$ cat config.mk
export PLATFORM = sky130hd
export DESIGN_NAME = int_divider
export DESIGN_NICKNAME = d
export VERILOG_FILES = /design/src/rtl/int_div_pkg.sv /design/src/rtl/int_div_prep.sv /design/src/rtl/int_div_step.sv /design/src/rtl/int_div_fixup.sv /design/src/rtl/int_divider.sv
export SDC_FILE = /design/constraint.sdc
export NUM_CORES = 2
export LEC_CHECK = 0
export BUFFER_PORTS_ARGS = -buffer_cell sky130_fd_sc_hd__clkbuf_2
export CAP_MARGIN = 20
export CORE_MARGIN = 3
export CORE_UTILIZATION = 45
export CTS_CLUSTER_SIZE = 14
export DETAILED_ROUTE_END_ITERATION = 10
export PLACE_DENSITY = 0.71
export SLEW_MARGIN = 10
export SYNTH_ARGS = -nofsm -noshare
export SYNTH_HDL_FRONTEND = slang
export SYNTH_SLANG_ARGS = --single-unit
$ cat constraint.sdc
create_clock -name clk -period 8.8 [get_ports clk]
set_input_delay 0.88 -clock clk [delete_from_list [all_inputs] [get_ports clk]]
set_output_delay 0.88 -clock clk [all_outputs]
set_load 0.01 [all_outputs]
$ cat src/rtl/int_div_pkg.sv
`timescale 1ns/1ps
package int_div_pkg;

  typedef enum logic [1:0] {
    ST_IDLE   = 2'd0,
    ST_SETUP  = 2'd1,
    ST_ITER   = 2'd2,
    ST_FINISH = 2'd3
  } div_state_t;

  // operand size code to bit count: 0->8, 1->16, 2->32, 3->64
  function automatic int unsigned width_of(input logic [1:0] sz);
    return 32'd8 << sz;
  endfunction

endpackage

$ cat src/rtl/int_div_prep.sv
`timescale 1ns/1ps
module int_div_prep #(
  parameter int XLEN = 64
) (
  input  logic            sgn_i,
  input  logic [XLEN-1:0] hi_i,
  input  logic [XLEN-1:0] lo_i,
  input  logic [XLEN-1:0] dv_i,
  input  logic [XLEN-1:0] mask_i,
  input  logic [XLEN-1:0] half_i,
  output logic [XLEN-1:0] hi_mag_o,
  output logic [XLEN-1:0] lo_mag_o,
  output logic [XLEN-1:0] dv_mag_o,
  output logic            dvd_neg_o,
  output logic            dvs_neg_o,
  output logic            dv_zero_o,
  output logic            hi_ovf_o
);
  logic [XLEN-1:0] hi_m, lo_m, dv_m, hi_n, lo_n, dv_n;
  logic            lo_zero;

  always_comb begin
    hi_m      = hi_i & mask_i;
    lo_m      = lo_i & mask_i;
    dv_m      = dv_i & mask_i;
    dvd_neg_o = sgn_i & (|(hi_m & half_i));
    dvs_neg_o = sgn_i & (|(dv_m & half_i));
    // negate the double-width dividend: carry into the high half only when low half is zero
    lo_zero   = (lo_m == '0);
    lo_n      = (~lo_m + XLEN'(1)) & mask_i;
    hi_n      = (~hi_m + XLEN'(lo_zero)) & mask_i;
    dv_n      = (~dv_m + XLEN'(1)) & mask_i;
    hi_mag_o  = dvd_neg_o ? hi_n : hi_m;
    lo_mag_o  = dvd_neg_o ? lo_n : lo_m;
    dv_mag_o  = dvs_neg_o ? dv_n : dv_m;
    dv_zero_o = (dv_m == '0);
    hi_ovf_o  = (hi_mag_o >= dv_mag_o);
  end
endmodule

$ cat src/rtl/int_div_step.sv
`timescale 1ns/1ps
module int_div_step #(
  parameter int XLEN = 64
) (
  input  logic [XLEN-1:0] rem_i,
  input  logic [XLEN-1:0] quo_i,
  input  logic [XLEN-1:0] dv_i,
  input  logic [XLEN-1:0] mask_i,
  input  logic            msb_i,
  output logic [XLEN-1:0] rem_o,
  output logic [XLEN-1:0] quo_o
);
  logic [XLEN:0] shifted, diff;
  logic          take;

  always_comb begin
    // one extra bit keeps the bit shifted out of the partial remainder
    shifted = {rem_i, msb_i};
    diff    = shifted - {1'b0, dv_i};
    take    = (shifted >= {1'b0, dv_i});
    rem_o   = take ? diff[XLEN-1:0] : shifted[XLEN-1:0];
    quo_o   = {quo_i[XLEN-2:0], take} & mask_i;
  end
endmodule

$ cat src/rtl/int_div_fixup.sv
`timescale 1ns/1ps
module int_div_fixup #(
  parameter int XLEN = 64
) (
  input  logic [XLEN-1:0] q_i,
  input  logic [XLEN-1:0] r_i,
  input  logic [XLEN-1:0] mask_i,
  input  logic [XLEN-1:0] half_i,
  input  logic            sgn_i,
  input  logic            dvd_neg_i,
  input  logic            dvs_neg_i,
  output logic [XLEN-1:0] q_o,
  output logic [XLEN-1:0] r_o,
  output logic            ovf_o
);
  logic differ;

  always_comb begin
    differ = dvd_neg_i ^ dvs_neg_i;
    // a negative quotient may reach magnitude 2^(N-1); a positive one may not
    ovf_o  = sgn_i & (differ ? (q_i > half_i) : (q_i >= half_i));
    q_o    = differ ? ((~q_i + XLEN'(1)) & mask_i) : q_i;
    r_o    = dvd_neg_i ? ((~r_i + XLEN'(1)) & mask_i) : r_i;
  end
endmodule

$ cat src/rtl/int_divider.sv
`timescale 1ns/1ps
module int_divider #(
  parameter int XLEN = 64
) (
  input  logic            clk,
  input  logic            rst,
  input  logic            start_i,
  input  logic [1:0]      size_i,
  input  logic            signed_i,
  input  logic [XLEN-1:0] hi_i,
  input  logic [XLEN-1:0] lo_i,
  input  logic [XLEN-1:0] dvs_i,
  output logic            busy_o,
  output logic            done_o,
  output logic            err_o,
  output logic [XLEN-1:0] quo_o,
  output logic [XLEN-1:0] rem_o
);
  import int_div_pkg::*;

  localparam int CNTW = $clog2(XLEN) + 1;

  div_state_t      state_q;
  logic [1:0]      sz_q;
  logic            sgn_q, dvd_neg_q, dvs_neg_q;
  logic [XLEN-1:0] hi_q, lo_q, dv_q;
  logic [XLEN-1:0] rem_q, quo_q, dmag_q;
  logic [CNTW-1:0] cnt_q;

  logic [CNTW-1:0] nbits;
  logic [XLEN-1:0] mask, half;

  always_comb begin
    nbits = CNTW'(width_of(sz_q));
    mask  = (int'(nbits) >= XLEN) ? '1 : ((XLEN'(1) << nbits) - XLEN'(1));
    half  = XLEN'(1) << (nbits - CNTW'(1));
  end

  logic [XLEN-1:0] hi_mag, lo_mag, dv_mag;
  logic            p_dvd_neg, p_dvs_neg, p_zero, p_ovf;

  int_div_prep #(.XLEN(XLEN)) u_prep (
    .sgn_i(sgn_q), .hi_i(hi_q), .lo_i(lo_q), .dv_i(dv_q),
    .mask_i(mask), .half_i(half),
    .hi_mag_o(hi_mag), .lo_mag_o(lo_mag), .dv_mag_o(dv_mag),
    .dvd_neg_o(p_dvd_neg), .dvs_neg_o(p_dvs_neg),
    .dv_zero_o(p_zero), .hi_ovf_o(p_ovf)
  );

  logic [XLEN-1:0] s_rem, s_quo;
  logic            lo_msb;
  assign lo_msb = |(quo_q & half);

  int_div_step #(.XLEN(XLEN)) u_step (
    .rem_i(rem_q), .quo_i(quo_q), .dv_i(dmag_q), .mask_i(mask),
    .msb_i(lo_msb), .rem_o(s_rem), .quo_o(s_quo)
  );

  logic [XLEN-1:0] f_quo, f_rem;
  logic            f_ovf;

  int_div_fixup #(.XLEN(XLEN)) u_fix (
    .q_i(quo_q), .r_i(rem_q), .mask_i(mask), .half_i(half),
    .sgn_i(sgn_q), .dvd_neg_i(dvd_neg_q), .dvs_neg_i(dvs_neg_q),
    .q_o(f_quo), .r_o(f_rem), .ovf_o(f_ovf)
  );

  assign busy_o = (state_q != ST_IDLE);

  always_ff @(posedge clk) begin
    if (rst) begin
      state_q   <= ST_IDLE;
      sz_q      <= '0;
      sgn_q     <= 1'b0;
      hi_q      <= '0;
      lo_q      <= '0;
      dv_q      <= '0;
      rem_q     <= '0;
      quo_q     <= '0;
      dmag_q    <= '0;
      dvd_neg_q <= 1'b0;
      dvs_neg_q <= 1'b0;
      cnt_q     <= '0;
      done_o    <= 1'b0;
      err_o     <= 1'b0;
      quo_o     <= '0;
      rem_o     <= '0;
    end else begin
      done_o <= 1'b0;
      err_o  <= 1'b0;
      case (state_q)
        ST_IDLE: begin
          if (start_i) begin
            sz_q    <= size_i;
            sgn_q   <= signed_i;
            hi_q    <= hi_i;
            lo_q    <= lo_i;
            dv_q    <= dvs_i;
            state_q <= ST_SETUP;
          end
        end
        ST_SETUP: begin
          if (p_zero || p_ovf) begin
            done_o  <= 1'b1;
            err_o   <= 1'b1;
            state_q <= ST_IDLE;
          end else begin
            rem_q     <= hi_mag;
            quo_q     <= lo_mag;
            dmag_q    <= dv_mag;
            dvd_neg_q <= p_dvd_neg;
            dvs_neg_q <= p_dvs_neg;
            cnt_q     <= '0;
            state_q   <= ST_ITER;
          end
        end
        ST_ITER: begin
          rem_q <= s_rem;
          quo_q <= s_quo;
          cnt_q <= cnt_q + CNTW'(1);
          if (cnt_q == nbits - CNTW'(1)) state_q <= ST_FINISH;
        end
        ST_FINISH: begin
          done_o <= 1'b1;
          if (f_ovf) begin
            err_o <= 1'b1;
          end else begin
            quo_o <= f_quo;
            rem_o <= f_rem;
          end
          state_q <= ST_IDLE;
        end
        default: state_q <= ST_IDLE;
      endcase
    end
  end

  assert_done_single_R8: assert property (@(posedge clk) disable iff (rst)
    done_o |=> !done_o);

  assert_err_with_done_R8: assert property (@(posedge clk) disable iff (rst)
    err_o |-> done_o);

  assert_no_write_on_err_R3: assert property (@(posedge clk) disable iff (rst)
    (done_o && err_o) |-> ($stable(quo_o) && $stable(rem_o)));

  assert_rem_below_divisor_R2: assert property (@(posedge clk) disable iff (rst)
    (state_q == ST_ITER) |-> (rem_q < dmag_q));

  assert_iter_bound_R7: assert property (@(posedge clk) disable iff (rst)
    (state_q == ST_ITER) |-> (cnt_q < nbits));

  assert_size_held_R9: assert property (@(posedge clk) disable iff (rst)
    (busy_o && $past(busy_o) && !$past(rst)) |-> $stable(sz_q));

endmodule

======== Yosys cells after proc, flatten, opt, wreduce, memory -nomap -nowiden ========
Cells that the tools add are included.
operators by class
  add/subtract/negate cells ............... 9
  $lt $le $gt $ge ......................... 5
  equal/unequal tests ..................... 7
  shift-type cells ........................ 3
  muxes and demuxes ....................... 22
  bitwise logic cells ..................... 23
  reduce and logical (&&, ||, !) cells .... 14
operators by type and width
  cell                                                      number
  AND 64 bit                                                12
  2-to-1 mux 64 bit                                         9
  NOT 64 bit                                                5
  adder 64 x 1 -> 64 bit, second input constant             4
  case mux 64 bit (2 select lines)                          2
  OR reduction 64 bit                                       3
  greater-or-equal comparator 64 bit                        2
  zero test 64 bit                                          2
  left shift 1 x 7 -> 64 bit, first input constant          2
  greater-or-equal comparator 65 x 64 -> 1 bit              1
  adder 64 x 1 -> 64 bit                                    1
  > comparator 64 bit                                       1
  subtractor 64 x 1 -> 64 bit, second input constant        1
  subtractor 64 bit                                         1
  case mux 7 bit (2 select lines)                           1
  AND reduction 2 bit                                       5
  case mux 2 bit (4 select lines)                           1
  adder 7 x 1 -> 7 bit, second input constant               1
  equality test 7 bit                                       1
  greater-or-equal comparator 7 bit, second input constant  1
  2-to-1 mux 7 bit                                          1
  left shift 4 x 2 -> 7 bit, first input constant           1
  subtractor 7 x 1 -> 7 bit, second input constant          1
  2-to-1 mux 2 bit                                          3
  11 further kinds                                          21
word-level totals
  bits in registers ....................... 528
  input port bits ......................... 198
  output and inout bits ................... 131

======== Depth between registers and ports, before layout ========
  depth after elaboration ................. 13
  gate-level depth with buffers ........... 30

======== Cells and area by module ========
A second synthesis with hierarchy kept.
unflattened totals
  cell total of the unflattened synthesis .. 5760
  area, all modules ....................... 40592.7 sq um
by module, submodules not included
  module         instances  cells an instance  area an instance (sq um)
  int_divider    1          2495               19647.6
  int_div_prep   1          1439               9462.8
  int_div_fixup  1          996                6124.6
  int_div_step   1          830                5357.6

======== Least setup slack after synthesis ========
OpenSTA, ideal clock, no wires.
  path kind ............................... reg2reg
  from .................................... register lo_q[17]
  to ...................................... register dmag_q[1]
  setup time .............................. 0.086 ns
  data arrival time ....................... 8.096 ns
  required time ........................... 8.714 ns
  setup slack ............................. 0.618 ns
  stages on the path, launching flop included .. 30
  clock period less this slack ............ 8.182 ns
  cell sequence ........................... dfxtp_1 > or4_1 > clkbuf_1 > or3_1 > o41ai_1 > nand2_1 > nor3b_1 > and3_1 > ha_1 > or4b_2 > a2111oi_0 > nor4bb_1 > clkbuf_1 > o2111ai_1 > o31ai_1 > xor2_1 > nor2_1 > ha_1 > a21oi_1 > o21ai_0 > a211oi_1 > o211ai_1 > a221oi_1 > o2111ai_1 > inv_1 > clkbuf_1 > buf_1 > clkbuf_1 > nor2_1 > a211oi_1
on the way
  longest elaborated chain between the ends .. 9
RTL lines
  element                             RTL line            source
  start: declaration                  int_divider.sv:26   logic [XLEN-1:0] hi_q, lo_q, dv_q;
  start signal: assignment            int_divider.sv:97   lo_q <= lo_i;
  AND 64 bit                          int_div_prep.sv:24  lo_m = lo_i & mask_i;
  zero test 64 bit                    int_div_prep.sv:29  lo_zero = (lo_m == '0);
  adder 64 x 1 -> 64 bit              int_div_prep.sv:31  hi_n = (~hi_m + XLEN'(lo_zero)) & mask_i;
  AND 64 bit                          int_div_prep.sv:31
  2-to-1 mux 64 bit                   int_div_prep.sv:33  hi_mag_o = dvd_neg_o ? hi_n : hi_m;
  greater-or-equal comparator 64 bit  int_div_prep.sv:37  hi_ovf_o = (hi_mag_o >= dv_mag_o);
  logical OR 1 bit                    int_divider.sv:103  if (p_zero || p_ovf) begin
  NOT 1 bit (no line)                 -
  AND reduction 2 bit (no line)       -
  end signal: assignment              int_divider.sv:110  dmag_q <= dv_mag;
  end: declaration                    int_divider.sv:27   logic [XLEN-1:0] rem_q, quo_q, dmag_q;
Every way passes these cells.
A chain may end at the register's enable or synchronous reset.

======== Worst setup path in the final report ========
  from .................................... register lo_q[17]
  to ...................................... register rem_q[28]
on the way
  longest elaborated chain between the ends .. 9
  elaborated cells between the ends (all ways) .. 11
  classes of those cells .................. 1 x add/sub; 1 x order compare; 1 x eq/ne; 3 x mux; 2 x bitwise; 3 x reduce/logical
RTL lines
  element                             RTL line            source
  AND 64 bit (*)                      int_div_prep.sv:24
  zero test 64 bit (*)                int_div_prep.sv:29
  adder 64 x 1 -> 64 bit (*)          int_div_prep.sv:31
  AND 64 bit (*)                      int_div_prep.sv:31
  2-to-1 mux 64 bit (*)               int_div_prep.sv:33
  greater-or-equal comparator 64 bit  int_div_prep.sv:37
  logical OR 1 bit                    int_divider.sv:103
  inequality test 2 bit (no line)     -
  AND reduction 2 bit (no line)       -
  end signal: assignment              int_divider.sv:108  rem_q <= hi_mag;
  end signal: assignment              int_divider.sv:118  rem_q <= s_rem;
  end: declaration                    int_divider.sv:27
Mark *: on every way between the ends. The rest lies on a longest branch, timed or not. The select of a mux whose other input is x is not followed.

==> impl_metrics.ini <==
[status]
status = finished clean

[setup_path]
crit_family = compound AO/OA/AOI/OAI gates
slowest_delay_ns = 0.67
cp_slowest_cell = or4b_2
arrival_ns = 8.94
worst-path-buf-inv = 3
crit_required_ns = 9.33
path_class = register to register
cp.depth = 24
endpoint_kind = register
crit_path_cell_trace = or4_1 > or3_1 > o41ai_2 > nand2_1 > nor3b_1 > and3_2 > ha_1 > or4b_2 > or3_1 > a2111oi_2 > buf_4 > o21ai_0 > a21oi_1 > ha_1 > a221oi_1 > o21ai_0 > a221oi_1 > o211ai_1 > a221oi_2 > o2111ai_4 > buf_4 > buf_6 > o311a_1 > a311oi_1
start_kind = register
rr_worst_depth = 24
cp_max_fo = 68

[die]
core-area_um2 = 74600
die_x_um = 281
pin_count = 329
initial_core_util_pct = 45.5
dieArea_um2 = 78700
die_h_um = 281
rows = 100

[final_layout]
finalNonFillerCells = 5778
fin_nets = 5102
drive_gt1_share_pct = 12.3
fillCellCount = 7469
layout_commonest_cell = nand2_1
stdcell_area_um2 = 38200
layout_common_cells = nand2_1 (778), dfxtp_1 (526), a21oi_1 (506)
syn2layout_area_growth_pct = 12.5

[grt]
grt_pass1_wl_um = 184000
grt_overflow = 0
first_global_vias = 30900
grt.total_usage_pct = 29.7
grt_antenna_before_repair = 1
grt_max_degree = 238

[power]
ir_drop_v = 0.000482
p_leak_uw = 0.0151
p_per_area_nw_per_um2 = 299
finalPower_uw = 11400

[yosys]
synthArstFlopShare_pct = 0
ys.flop_type = dfxtp_1
yosys_warnings = 0
synth-seq-area-share_pct = 31.2
synth_area_um2 = 33900
avgSynthCellArea_um2 = 7.27
synth.distinct_cells = 80
synth_edf_count = 0
synth-seq-cells = 528
synth_nets = 5007
netlist_instances = 4663

[timing]
final-setup-viol-count = 0
worst_pin_slew_ns = 1.18
min_period_ns = 8.41
relSlewSlack_pct = 21.2
slew_viol_final = 0
fmax_ghz = 0.119
rsz0062_at_grt = no
fin_worst_skew_ns = 0.0196
hold_viol = 0
fin_crit_sh_pct = 95.5
layout_setup_ws_ns = 0.392
hold_ws_ns = 0.453

[place]
dp_hpwl_um = 92600
pre_cts_ws_ns = -0.0925
dpl_cell_area_um2 = 36000
io_buffers = 328
placedCellCount = 5661
gp_congestion = 0.970

[cts]
cts_buffers = 59
clkSinkCount = 528
cts_tree = built
clkTransAtPathRegs_ns = 0.06
cts_max_level = 2
clock_latency_ns = 0.64
cts_root_buffer = clkbuf_16
ctsLongestPathBuffers = 3

[worst_hold_path]
hold_depth = 3
hold_class = input port to register

[route]
dr_total_vias = 35000
wire_per_inst_um = 21.3
ant_nets = 0
drt-vias-per-instance = 6.05
drt_pre_antenna_iters = 5
drt_wl_total_um = 123000
dr.first_iter.drc_count = 4475
route.detailed.drc = 0

[flow_run]
maxCapViolCount = 0
## sequential cells by signal, summed over array words and instances, names as in the netlist, named ones only
register	count
done_o	1
quo_q	64
sz_q	2
hi_q	64
state_q	1
cnt_q	7
dvd_neg_q	1
dv_q	64
dvs_neg_q	1
lo_q	64
err_o	1
rem_o	64
rem_q	64
sgn_q	1
dmag_q	64
quo_o	64
## area by class of cell
type,instances,area [um2],share of cell area (%)
timing repair buffer,387,2130,5.58
clock buffer,68,1570,4.11
multi-input combinational,3676,21700,56.9
inverter,106,400,1.05
antenna,1,2.50,0.00656
tap,969,1210,3.18
clock inverter,43,542,1.42
sequential,528,10600,27.7
## through the flow
step	setup TNS [ns]	utilization, %
final	0	51.2
after global routing	0	51.2
after CTS	0	51.1
after detailed placement	-0.592	48.2
after global placement	0	48.2
after floorplan	0	-
## worst min-delay path, cell delays in order
cell and delay, ns:
clkbuf_2 0.08, nand2_1 0.04, a21oi_1 0.05
## layer usage
metal,vias up,wire length [um],part of all wire (%),GRT usage [%]
met3,203,12600,10,5.07
met1,16200,57800,47,46.2
met5,-,0,0,0
met2,1762,48700,40,40.8
li1,16800,-,-,-
met4,0,4010,3.3,9.50
## Yosys cell counts, drive strengths merged (36+ instances only)
cell      n  area, um2
a211oi   68        510
a21o     47        353
a21oi   506       2530
a221oi   43        377
a22oi    51        383
a31oi    41        257
buf      37        144
clkbuf  317       1190
dfxtp   528      10600
ha      145       1810
inv     104        390
nand2   780       2930
nand3    92        460
nand4    48        300
nor2    484       1820
nor3    157        786
nor4     57        357
o211ai   36        270
o21ai   226       1130
o31ai   105        793
or3      60        387
or4      37        285
xnor2   169       1480
xor2    146       1280
## cell families after synthesis
logic type,Yosys count,synth area share [%]
and+or+nand+nor,1842,24.1
AOI/OAI and AO/OA,1323,24.5
DFF,528,31.2
buffers and inverters,460,5.11
xor gates and xnor gates,315,8.13
adders and majority gates,146,5.41
muxes,49,1.53
## report_power, final
group	total, uW	switching (uW)	internal [uW]
combinational	5850	3730	2120
clock	2690	1100	1590
sequential	2880	326	2550
total	11400	5160	6260
## repair_timing
item,in CTS,in global routing
gates cloned,0,2
resized for setup,2,14
hold buffers,0,0
endpoints found under the hold margin,0,0
pin swaps,0,1
buffers inserted,0,2
setup endpoints to repair,59,184
## worst paths after layout
kind | slack, ns | from | to
setup / recovery | 0.39 | lo_q[17] | rem_q[28]
hold / removal | 0.45 | hi_i[39] | hi_q[39]
setup reg to reg | 0.39 | lo_q[17] | rem_q[28]
hold reg to reg | 0.46 | quo_o[48] | quo_o[48]
Note: power is estimated with default switching activity, not from simulation.
